### config.mk
export PLATFORM = sky130hd
export DESIGN_NAME = tmr_unit
export DESIGN_NICKNAME = d
export VERILOG_FILES = /design/src/rtl/tmr_pkg.sv /design/src/rtl/tmr_prescaler.sv /design/src/rtl/tmr_channel.sv /design/src/rtl/tmr_irq.sv /design/src/rtl/tmr_unit.sv
export SDC_FILE = /design/constraint.sdc
export NUM_CORES = 1
export LEC_CHECK = 0
export ABC_AREA = 1
export BUFFER_PORTS_ARGS = -buffer_cell sky130_fd_sc_hd__buf_2
export CAP_MARGIN = 5
export CORE_ASPECT_RATIO = 0.7
export CORE_MARGIN = 2
export CORE_UTILIZATION = 50
export CTS_CLUSTER_SIZE = 20
export DETAILED_ROUTE_END_ITERATION = 6
export PLACE_DENSITY = 0.67
export SYNTH_ARGS = -nofsm -noshare
export SYNTH_HDL_FRONTEND = slang
export SYNTH_SLANG_ARGS = --single-unit
### constraint.sdc
create_clock -name clk -period 2.9 [get_ports clk]
set_input_delay 0.29 -clock clk [delete_from_list [all_inputs] [get_ports clk]]
set_output_delay 0.29 -clock clk [all_outputs]
set_load 0.005 [all_outputs]
### src/rtl/tmr_pkg.sv
package tmr_pkg;

    localparam int CNT_W       = 32;
    localparam int NARROW_W    = 16;
    localparam int PRE_W       = 8;
    localparam int SHARED_REGS = 4;
    localparam int REGS_PER_CH = 4;

    localparam int OFS_MASK   = 0;
    localparam int OFS_RAW    = 1;
    localparam int OFS_MSKD   = 2;
    localparam int OFS_CLR    = 3;
    localparam int CH_LOAD    = 0;
    localparam int CH_CUR     = 1;
    localparam int CH_CTRL    = 2;
    localparam int CH_BG      = 3;

    typedef enum logic [1:0] {
        PS_DIV1    = 2'b00,
        PS_DIV16   = 2'b01,
        PS_DIV256  = 2'b10,
        PS_DIV256R = 2'b11
    } presc_e;

    typedef struct packed {
        logic   enable;
        logic   periodic;
        presc_e presc;
        logic   wide;
        logic   oneshot;
    } ctrl_t;

    function automatic ctrl_t ctrl_unpack(input logic [CNT_W-1:0] w);
        ctrl_t c;
        c.enable   = w[7];
        c.periodic = w[6];
        c.presc    = presc_e'(w[3:2]);
        c.wide     = w[1];
        c.oneshot  = w[0];
        return c;
    endfunction

    function automatic logic [CNT_W-1:0] ctrl_pack(input ctrl_t c);
        logic [CNT_W-1:0] w;
        w    = '0;
        w[7] = c.enable;
        w[6] = c.periodic;
        w[3:2] = c.presc;
        w[1] = c.wide;
        w[0] = c.oneshot;
        return w;
    endfunction

    function automatic logic [PRE_W-1:0] presc_limit(input presc_e p);
        case (p)
            PS_DIV1:  return PRE_W'(0);
            PS_DIV16: return PRE_W'(15);
            default:  return PRE_W'(255);
        endcase
    endfunction

    function automatic logic [CNT_W-1:0] width_mask(input logic wide);
        return wide ? {CNT_W{1'b1}} : {{(CNT_W-NARROW_W){1'b0}}, {NARROW_W{1'b1}}};
    endfunction

endpackage

### src/rtl/tmr_prescaler.sv
module tmr_prescaler
    import tmr_pkg::*;
(
    input  logic   clk,
    input  logic   rst,
    input  logic   run,
    input  logic   restart,
    input  presc_e presc,
    output logic   tick
);
    logic [PRE_W-1:0] pcnt_q;

    assign tick = run && !restart && (pcnt_q >= presc_limit(presc));

    always_ff @(posedge clk) begin
        if (rst || restart) begin
            pcnt_q <= '0;
        end else if (run) begin
            pcnt_q <= tick ? '0 : pcnt_q + 1'b1;
        end
    end
endmodule

### src/rtl/tmr_channel.sv
module tmr_channel
    import tmr_pkg::*;
(
    input  logic             clk,
    input  logic             rst,
    input  logic             ld_we,
    input  logic             ctrl_we,
    input  logic             bg_we,
    input  logic [CNT_W-1:0] wdata,
    output logic [CNT_W-1:0] cur_val,
    output logic [CNT_W-1:0] bg_val,
    output ctrl_t            ctrl_val,
    output logic             zero_evt
);
    logic [CNT_W-1:0] cur_q, bg_q, wmask, cur_nxt;
    ctrl_t            ctrl_q;
    logic             tick;

    tmr_prescaler u_pre (
        .clk     (clk),
        .rst     (rst),
        .run     (ctrl_q.enable),
        .restart (ld_we),
        .presc   (ctrl_q.presc),
        .tick    (tick)
    );

    assign wmask   = width_mask(ctrl_q.wide);
    assign cur_val = cur_q & wmask;

    always_comb begin
        if (cur_val == '0) begin
            if (ctrl_q.oneshot)       cur_nxt = '0;
            else if (ctrl_q.periodic) cur_nxt = bg_q & wmask;
            else                      cur_nxt = wmask;
        end else begin
            cur_nxt = cur_val - 1'b1;
        end
    end

    assign zero_evt = tick && !ld_we && (cur_val == CNT_W'(1));

    always_ff @(posedge clk) begin
        if (rst) begin
            cur_q  <= '0;
            bg_q   <= '0;
            ctrl_q <= '0;
        end else begin
            if (ld_we) begin
                cur_q <= wdata;
                bg_q  <= wdata;
            end else begin
                if (bg_we) bg_q  <= wdata;
                if (tick)  cur_q <= cur_nxt;
            end
            if (ctrl_we) ctrl_q <= ctrl_unpack(wdata);
        end
    end

    assign bg_val   = bg_q;
    assign ctrl_val = ctrl_q;
endmodule

### src/rtl/tmr_irq.sv
module tmr_irq #(
    parameter int NCH = 4
) (
    input  logic           clk,
    input  logic           rst,
    input  logic           mask_we,
    input  logic           clr_we,
    input  logic [NCH-1:0] wbits,
    input  logic [NCH-1:0] evt,
    output logic [NCH-1:0] raw_q,
    output logic [NCH-1:0] mask_q,
    output logic [NCH-1:0] masked,
    output logic           irq
);
    logic [NCH-1:0] clr_bits;

    assign clr_bits = clr_we ? wbits : '0;
    assign masked   = raw_q & mask_q;
    assign irq      = |masked;

    always_ff @(posedge clk) begin
        if (rst) begin
            raw_q  <= '0;
            mask_q <= '0;
        end else begin
            if (mask_we) mask_q <= wbits;
            raw_q <= (raw_q & ~clr_bits) | evt;
        end
    end
endmodule

### src/rtl/tmr_unit.sv
module tmr_unit
    import tmr_pkg::*;
#(
    parameter int NCH    = 4,
    parameter int ADDR_W = $clog2(SHARED_REGS + REGS_PER_CH * NCH)
) (
    input  logic              clk,
    input  logic              rst,
    input  logic              wr_en,
    input  logic [ADDR_W-1:0] addr,
    input  logic [CNT_W-1:0]  wdata,
    output logic [CNT_W-1:0]  rdata,
    output logic              irq
);
    logic [NCH-1:0][CNT_W-1:0] cnt_val, bg_val;
    ctrl_t [NCH-1:0]           ch_ctrl;
    logic [NCH-1:0]            ld_we, ctrl_we, bg_we, zero_evt;
    logic [NCH-1:0]            ch_en, ch_oneshot;
    logic [NCH-1:0]            raw_q, mask_q, masked;
    logic                      mask_we, clr_we;

    assign mask_we = wr_en && (addr == ADDR_W'(OFS_MASK));
    assign clr_we  = wr_en && (addr == ADDR_W'(OFS_CLR));

    for (genvar i = 0; i < NCH; i++) begin : g_ch
        localparam int BASE = SHARED_REGS + REGS_PER_CH * i;
        assign ld_we[i]   = wr_en && (addr == ADDR_W'(BASE + CH_LOAD));
        assign ctrl_we[i] = wr_en && (addr == ADDR_W'(BASE + CH_CTRL));
        assign bg_we[i]   = wr_en && (addr == ADDR_W'(BASE + CH_BG));
        assign ch_en[i]      = ch_ctrl[i].enable;
        assign ch_oneshot[i] = ch_ctrl[i].oneshot;

        tmr_channel u_ch (
            .clk      (clk),
            .rst      (rst),
            .ld_we    (ld_we[i]),
            .ctrl_we  (ctrl_we[i]),
            .bg_we    (bg_we[i]),
            .wdata    (wdata),
            .cur_val  (cnt_val[i]),
            .bg_val   (bg_val[i]),
            .ctrl_val (ch_ctrl[i]),
            .zero_evt (zero_evt[i])
        );
    end

    tmr_irq #(.NCH(NCH)) u_irq (
        .clk     (clk),
        .rst     (rst),
        .mask_we (mask_we),
        .clr_we  (clr_we),
        .wbits   (wdata[NCH-1:0]),
        .evt     (zero_evt),
        .raw_q   (raw_q),
        .mask_q  (mask_q),
        .masked  (masked),
        .irq     (irq)
    );

    always_comb begin
        rdata = '0;
        if (addr == ADDR_W'(OFS_MASK)) rdata = CNT_W'(mask_q);
        if (addr == ADDR_W'(OFS_RAW))  rdata = CNT_W'(raw_q);
        if (addr == ADDR_W'(OFS_MSKD)) rdata = CNT_W'(masked);
        for (int i = 0; i < NCH; i++) begin
            if (addr == ADDR_W'(SHARED_REGS + REGS_PER_CH * i + CH_LOAD)) rdata = bg_val[i];
            if (addr == ADDR_W'(SHARED_REGS + REGS_PER_CH * i + CH_CUR))  rdata = cnt_val[i];
            if (addr == ADDR_W'(SHARED_REGS + REGS_PER_CH * i + CH_CTRL)) rdata = ctrl_pack(ch_ctrl[i]);
            if (addr == ADDR_W'(SHARED_REGS + REGS_PER_CH * i + CH_BG))   rdata = bg_val[i];
        end
    end
endmodule

# Yosys cells after proc, flatten, opt, wreduce, memory -nomap -nowiden
# Cells that the tools add are included.
[word_totals] register_bits=320 out_inout_bits=33
[op_classes] reduce_logical=56 order_cmp=4 add_sub_neg=8 muxes=60 n_eq_ne=27 bitwise_logic=12
[op_table] cell="$mux 32" count=50
[op_table] cell="$and 32x32->32" count=8
[op_table] cell="$eq 32x1->1 const B" count=4
[op_table] cell="$logic_not 32->1" count=4
[op_table] cell="$sub 32x1->32 const B" count=4
[op_table] cell="$pmux 8 s2" count=4
[op_table] cell="$eq 5x4->1 const B" count=8
[op_table] cell="$add 8x1->8 const B" count=4
[op_table] cell="$ge 8x8->1" count=4
[op_table] cell="$mux 8" count=4
[op_table] cell="$logic_and 1x1->1" count=30
[op_table] cell="$eq 5x3->1 const B" count=4
[op_table] cell="$eq 5x5->1 const B" count=4
[op_table] cell="$reduce_bool 2->1" count=8
[op_table] cell="$eq 5x2->1 const B" count=2
[op_table] cell="$and 4x4->4" count=2
[op_table] cell="$eq 2x1->1 const B" count=4
[op_table] cell="$logic_not 2->1" count=4
[op_table] cell="$mux 4" count=2
[op_table] cell="$eq 5x1->1 const B" count=1
[op_table] cell="$logic_not 5->1" count=1
[op_table] cell="$logic_not 1->1" count=4
[op_table] cell="$logic_or 1x1->1" count=4
[op_table] cell="$not 4->4" count=1
[op_table] cell="other kinds (2)" count=2

# Longest topological paths before layout
[depth] word_depth=20 ltp_mapped=17 ltp_nobuf=16

# Cells and area by module
# Synthesis repeated with hierarchy kept, for this count alone.
[hier_totals] hier_cells=3857 area_unflattened_um2=23505.0
[modules_own_cells] module="tmr_channel" seq_area_each_um2=1401.3 area_each_um2=4434.3 n_inst=4 cells_each=694
[modules_own_cells] module="tmr_unit" seq_area_each_um2=0.0 area_each_um2=3342.0 n_inst=1 cells_each=730
[modules_own_cells] module="tmr_prescaler" seq_area_each_um2=160.2 area_each_um2=525.5 n_inst=4 cells_each=76
[modules_own_cells] module="tmr_irq" seq_area_each_um2=160.2 area_each_um2=324.1 n_inst=1 cells_each=47

# Worst setup path after synthesis
# No wires, ideal clock.
[synth_path] path_kind="register to register" from="register g_ch[0].u_ch.ctrl_q, in the netlist g_ch[0].u_ch.ctrl_val[3]" to="register g_ch[0].u_ch.cur_q[4]" t_required_ns=2.772 stages_incl_launch_ff=14 period_less_slack_ns=2.155 setup_ns=0.128 t_arrival_ns=2.027 setup_slack_ns=0.745 cell_sequence="dfxtp_1 > nor2_1 > ha_1 > a21oi_1 > o21ai_0 > nand2_1 > o2111ai_1 > nand2_1 > inv_1 > nand2_1 > clkinv_1 > clkbuf_1 > a21oi_1 > nor2_1"
[synth_between] elab_chain_cells=5 word_cells_on_any_way=6 classes_between="1 x order compare; 1 x eq/ne; 1 x mux; 3 x reduce/logical"
[synth_rtl] element="from (decl)" line="tmr_channel.sv:16" text="ctrl_t ctrl_q;"
[synth_rtl] element="from (signal assigned)" line="tmr_channel.sv:56" text="if (ctrl_we) ctrl_q <= ctrl_unpack(wdata);"
[synth_rtl] element="$eq 2x1->1 or $logic_not 2->1 (tied branches)" line="tmr_pkg.sv:55" text="case (p)"
[synth_rtl] element="$pmux 8 s2 *" line="tmr_pkg.sv:55"
[synth_rtl] element="$ge 8x8->1 *" line="tmr_prescaler.sv:13" text="assign tick = run && !restart && (pcnt_q >= presc_limit(presc));"
[synth_rtl] element="$logic_and 1x1->1 *" line="tmr_prescaler.sv:13"
[synth_rtl] element="$reduce_bool 2->1 (no source line) *"
[synth_rtl] element="to (signal assigned)" line="tmr_channel.sv:50" text="cur_q <= wdata;"
[synth_rtl] element="to (signal assigned)" line="tmr_channel.sv:54" text="if (tick) cur_q <= cur_nxt;"
[synth_rtl] element="to (decl)" line="tmr_channel.sv:15" text="logic [CNT_W-1:0] cur_q, bg_q, wmask, cur_nxt;"
# Every way passes the cells marked *; elsewhere a longest branch is shown, timed or not.
# A chain may end at the register's enable or synchronous reset.

# Final worst setup path
[layout_path] from="register g_ch[0].u_ch.ctrl_q, in the netlist g_ch[0].u_ch.ctrl_val[1]" to="output rdata[31]"
[layout_between] elab_chain_cells=17
[layout_rtl] element="$mux 32" line="tmr_pkg.sv:63" text="return wide ? {CNT_W{1'b1}} : {{(CNT_W-NARROW_W){1'b0}}, {NARROW_W{1'b1}}};"
[layout_rtl] element="$and 32x32->32" line="tmr_channel.sv:29" text="assign cur_val = cur_q & wmask;"
[layout_rtl] element="$mux 32" line="tmr_unit.sv:67" text="if (addr == ADDR_W'(SHARED_REGS + REGS_PER_CH * i + CH_CUR)) rdata = cnt_val[i];"
[layout_rtl] element="$mux 32" line="tmr_unit.sv:68" text="if (addr == ADDR_W'(SHARED_REGS + REGS_PER_CH * i + CH_CTRL)) rdata = ctrl_pack(ch_ctrl[i]);"
[layout_rtl] element="$mux 32" line="tmr_unit.sv:69" text="if (addr == ADDR_W'(SHARED_REGS + REGS_PER_CH * i + CH_BG)) rdata = bg_val[i];"
[layout_rtl] element="$mux 32" line="tmr_unit.sv:66" text="if (addr == ADDR_W'(SHARED_REGS + REGS_PER_CH * i + CH_LOAD)) rdata = bg_val[i];"
[layout_rtl] element="$mux 32" line="tmr_unit.sv:67"
[layout_rtl] element="$mux 32" line="tmr_unit.sv:68"
[layout_rtl] element="$mux 32" line="tmr_unit.sv:69"
[layout_rtl] element="$mux 32" line="tmr_unit.sv:66"
[layout_rtl] element="$mux 32" line="tmr_unit.sv:67"
[layout_rtl] element="$mux 32" line="tmr_unit.sv:68"
[layout_rtl] element="$mux 32" line="tmr_unit.sv:69"
[layout_rtl] element="$mux 32" line="tmr_unit.sv:66"
[layout_rtl] element="$mux 32" line="tmr_unit.sv:67"
[layout_rtl] element="$mux 32" line="tmr_unit.sv:68"
[layout_rtl] element="$mux 32" line="tmr_unit.sv:69"
[layout_rtl] element="to (decl)" line="tmr_unit.sv:12" text="output logic [CNT_W-1:0] rdata,"
# No other way between the ends.

==> run_results.csv <==
group,metric,value,unit
floorplanning,rows,63,
setup_path,crit_path_end_kind,"output pin",
logic_synthesis,synth_seq_area_share,0.302,
setup_path,reg2reg_slack,0.18,ns
layout,final-seq-area,6410,um^2
grt,met1_usage,0.610,
placed_design,dp_hpwl,74.8,mm
setup_path,rr_startpoint,"g_ch[0].u_ch.ctrl_val[1]",
timing,fmax,347,MHz
logic_synthesis,synth_edf_count,0,
timing,slew_headroom,0.348,
routing,vias_per_cell,6.36,
job,maxCapViolations,0,
pwr,power_density,527,nW/um^2
setup_path,cp_max_fo,8,
placed_design,placed_cells,3931,
routing,drtIter0Drc,3803,
timing,whs,0.0341,ns
grt,use_met2,0.628,
grt,grt.overflow.total,0,
setup_path,worstPathRequired,2.61,ns
placed_design,portBuffers,72,
setup_path,r2r_end,"g_ch[0].u_ch.cur_q[17]",
setup_path,worstPathArrival,2.59,ns
logic_synthesis,synth-seq-cells,320,
logic_synthesis,yosys.area_share.adder,0.0266,
logic_synthesis,synth.top_cell.area_share,0.302,
timing,fin_ws,0.0173,ns
layout,layout-drive-gt1-share,0.108,
logic_synthesis,synth.net_count,3418,
layout,instances_no_fill,4000,
clocking,cts_sinks,320,
layout,final_cell_area,24100,um^2
clocking,insertion_delay,0.55,ns
floorplanning,die-area,44000,um^2
logic_synthesis,syn_inst,3333,
placed_design,place_ws,0.106,ns
routing,route.detailed.drc,0,
layout,nets,3502,
routing,drt_wl_total,99.2,mm
clocking,cts_tree,"yes",
setup_path,rr_worst_depth,14,
logic_synthesis,synthXorXnorAreaFrac,0.0372,
logic_synthesis,synth-simple-area-share,0.278,
hold_path,hold_end,"g_ch[2].u_ch.cur_q[24]",
logic_synthesis,netlist_area,21200,um^2
grt,grt_max_degree,75,
layout,nFillCells,4151,
logic_synthesis,synth.distinct_cells,49,
logic_synthesis,yosysTopAreaCell,"dfxtp_1",
routing,drt-pass1-iter-count,6,
setup_path,startpoint_type,"flop",
logic_synthesis,postSynth.topFlopCell,"dfxtp_1",
logic_synthesis,synth_area_per_cell,6.35,um^2
clocking,cts_root_buffer,"clkbuf_16",
hold_path,worstHoldPathCells,3,
clocking,ctsHoldBuffers,0,
timing,finClkSkew,0.0141,ns
logic_synthesis,yosys-top-cells-count,"nand2_1 (785), o21ai_0 (381), inv_1 (351)",
clocking,postCtsSetupBuffers,0,
floorplanning,start_util,0.503,
logic_synthesis,synthMuxAreaShare,0,
timing,timing.final.crit_share,0.994,
grt,grt_usage,0.438,
timing,final-hold-violation-count,0,
grt,met3_usage,0.148,
grt,antenna_found_initial,2,
pwr,ir_drop,0.438,mV
routing,routedWlPerCell,24.8,um
grt,busiest_layer,"met2",
placed_design,gp_congestion,1.09,
clocking,clk_pin_slew,0.07,ns
setup_path,crit_type,"flop to output pin",
layout,post-route-util,0.574,
logic_synthesis,synthTopCellsByArea,"dfxtp_1 (30%), nand2_1 (14%), o21ai_0 (9.0%)",
hold_path,hold_class,"input pin to flop",
timing,worst_pin_slew,0.977,ns
hold_path,hold_path.startpoint,"wdata[24]",
grt,grt_pass1_wl,147,mm
pwr,p_total,12.7,mW
status,status,"finished clean",
layout,syn2layout_area_growth,14.0,%
logic_synthesis,async_flop_share,0,
logic_synthesis,yosysWarnings,0,
pwr,power_leakage,11.0,nW
clocking,cts_made_buffers,36,
clocking,cts_buffer_depth,3,
grt,first_global_vias,23000,
clocking,h-tree-depth,2,
routing,drtAntennaViolNets,0,
timing,setup_viol,0,
layout,multi_input_area,12700,um^2
timing,min_period,2.88,ns
timing,slew_viol_final,0,
floorplanning,die_height,176,um
floorplanning,core-area,42100,um^2
routing,route.vias.total,25500,
floorplanning,ios,73,
floorplanning,die_w,250,um
logic_synthesis,synth_compound_area_frac,0.254,
timing,tns,0,ns
logic_synthesis,synth_top_family_by_area,"simple AND/OR/NAND/NOR gates",
logic_synthesis,synth.most_common_cell,"nand2_1",
placed_design,placed_cell_area,22800,um^2
[cell type report]
cell class | count | share of cell area
inverters | 376 | 0.0586
multi-input cells | 2470 | 0.525
flip-flops and latches | 320 | 0.266
diodes | 5 | 0.000518
repair buffers | 213 | 0.0678
well taps | 552 | 0.0286
clock inverters | 21 | 0.0124
clock buffers | 43 | 0.0409
[worst max-delay path by stage]
stage | slack (ns) | cells after the start | startpoint | end
after floorplan | 0.75 | 13 | g_ch[0].u_ch.ctrl_val[3] | g_ch[0].u_ch.cur_q[4]
after CTS | 0.09 | 11 | g_ch[0].u_ch.ctrl_val[1] | rdata[31]
after global routing | -0.0007 | 16 | addr[3] | rdata[8]
final | 0.02 | 11 | g_ch[0].u_ch.ctrl_val[1] | rdata[31]
after global placement | 0.11 | 15 | addr[0] | rdata[6]
after detailed placement | 0.11 | 14 | g_ch[0].u_ch.ctrl_val[1] | g_ch[0].u_ch.cur_q[17]
[layer usage]
layer	share of wire	vias to the layer above
met5	0	-
met4	0.042	0
met3	0.15	304
met2	0.40	1907
met1	0.41	11900
li1	-	11400
[timing repair]
item | CTS | global route
hold endpoints to repair | 0 | 0
pin swaps | 0 | 1
endpoints found under the setup margin | 6 | 30
gates resized for setup | 1 | 14
[cells by family (layout without fill, tap and decap cells)]
kind of cell	Yosys count	after routing
xor+xnor	90	90
fa+ha+maj	45	45
simple gates	1385	1385
buf+inv	543	653
other cells	0	5
flops	320	320
compound gates	950	950
[layout by cell type, fill, tap and decap left out, types with 20 or more instances in the layout]
cell type / n
nor3_1: 39
nor2_2: 20
dfxtp_1: 317
clkbuf_16: 37
a31oi_1: 60
buf_2: 71
o211ai_1: 58
xor2_1: 72
nand2_1: 782
nor2_1: 286
o21ai_0: 380
ha_1: 45
buf_4: 124
nand3_1: 132
a21oi_1: 293
o22ai_1: 37
inv_1: 350
o21ai_1: 23
o221ai_1: 36
nand4_1: 52
[power by group]
group / internal, mW / switching [mW]
registers: 4.49 / 0.123
clock network: 3.07 / 2.13
logic: 0.924 / 1.99
[flip-flops by register name (all words and copies together) (netlist names)]
register,flops
g_ch.u_ch.ctrl_val,24
g_ch.u_ch.u_pre.pcnt_q,32
g_ch.u_ch.bg_val,128
g_ch.u_ch.cur_q,128
u_irq.raw_q,4
u_irq.mask_q,4
[critical path, cell delays in order (launching register included)]
cell and delay, ns:
dfxtp_4 0.39, buf_4 0.17, nand2_1 0.18, o211ai_1 0.13
buf_4 0.14, o22ai_1 0.14, o2111ai_1 0.19, nand2_1 0.13
o211ai_1 0.18, nand2_1 0.12, nand2_1 0.12, buf_2 0.16
No activity file was read; power rests on OpenSTA's default activity.
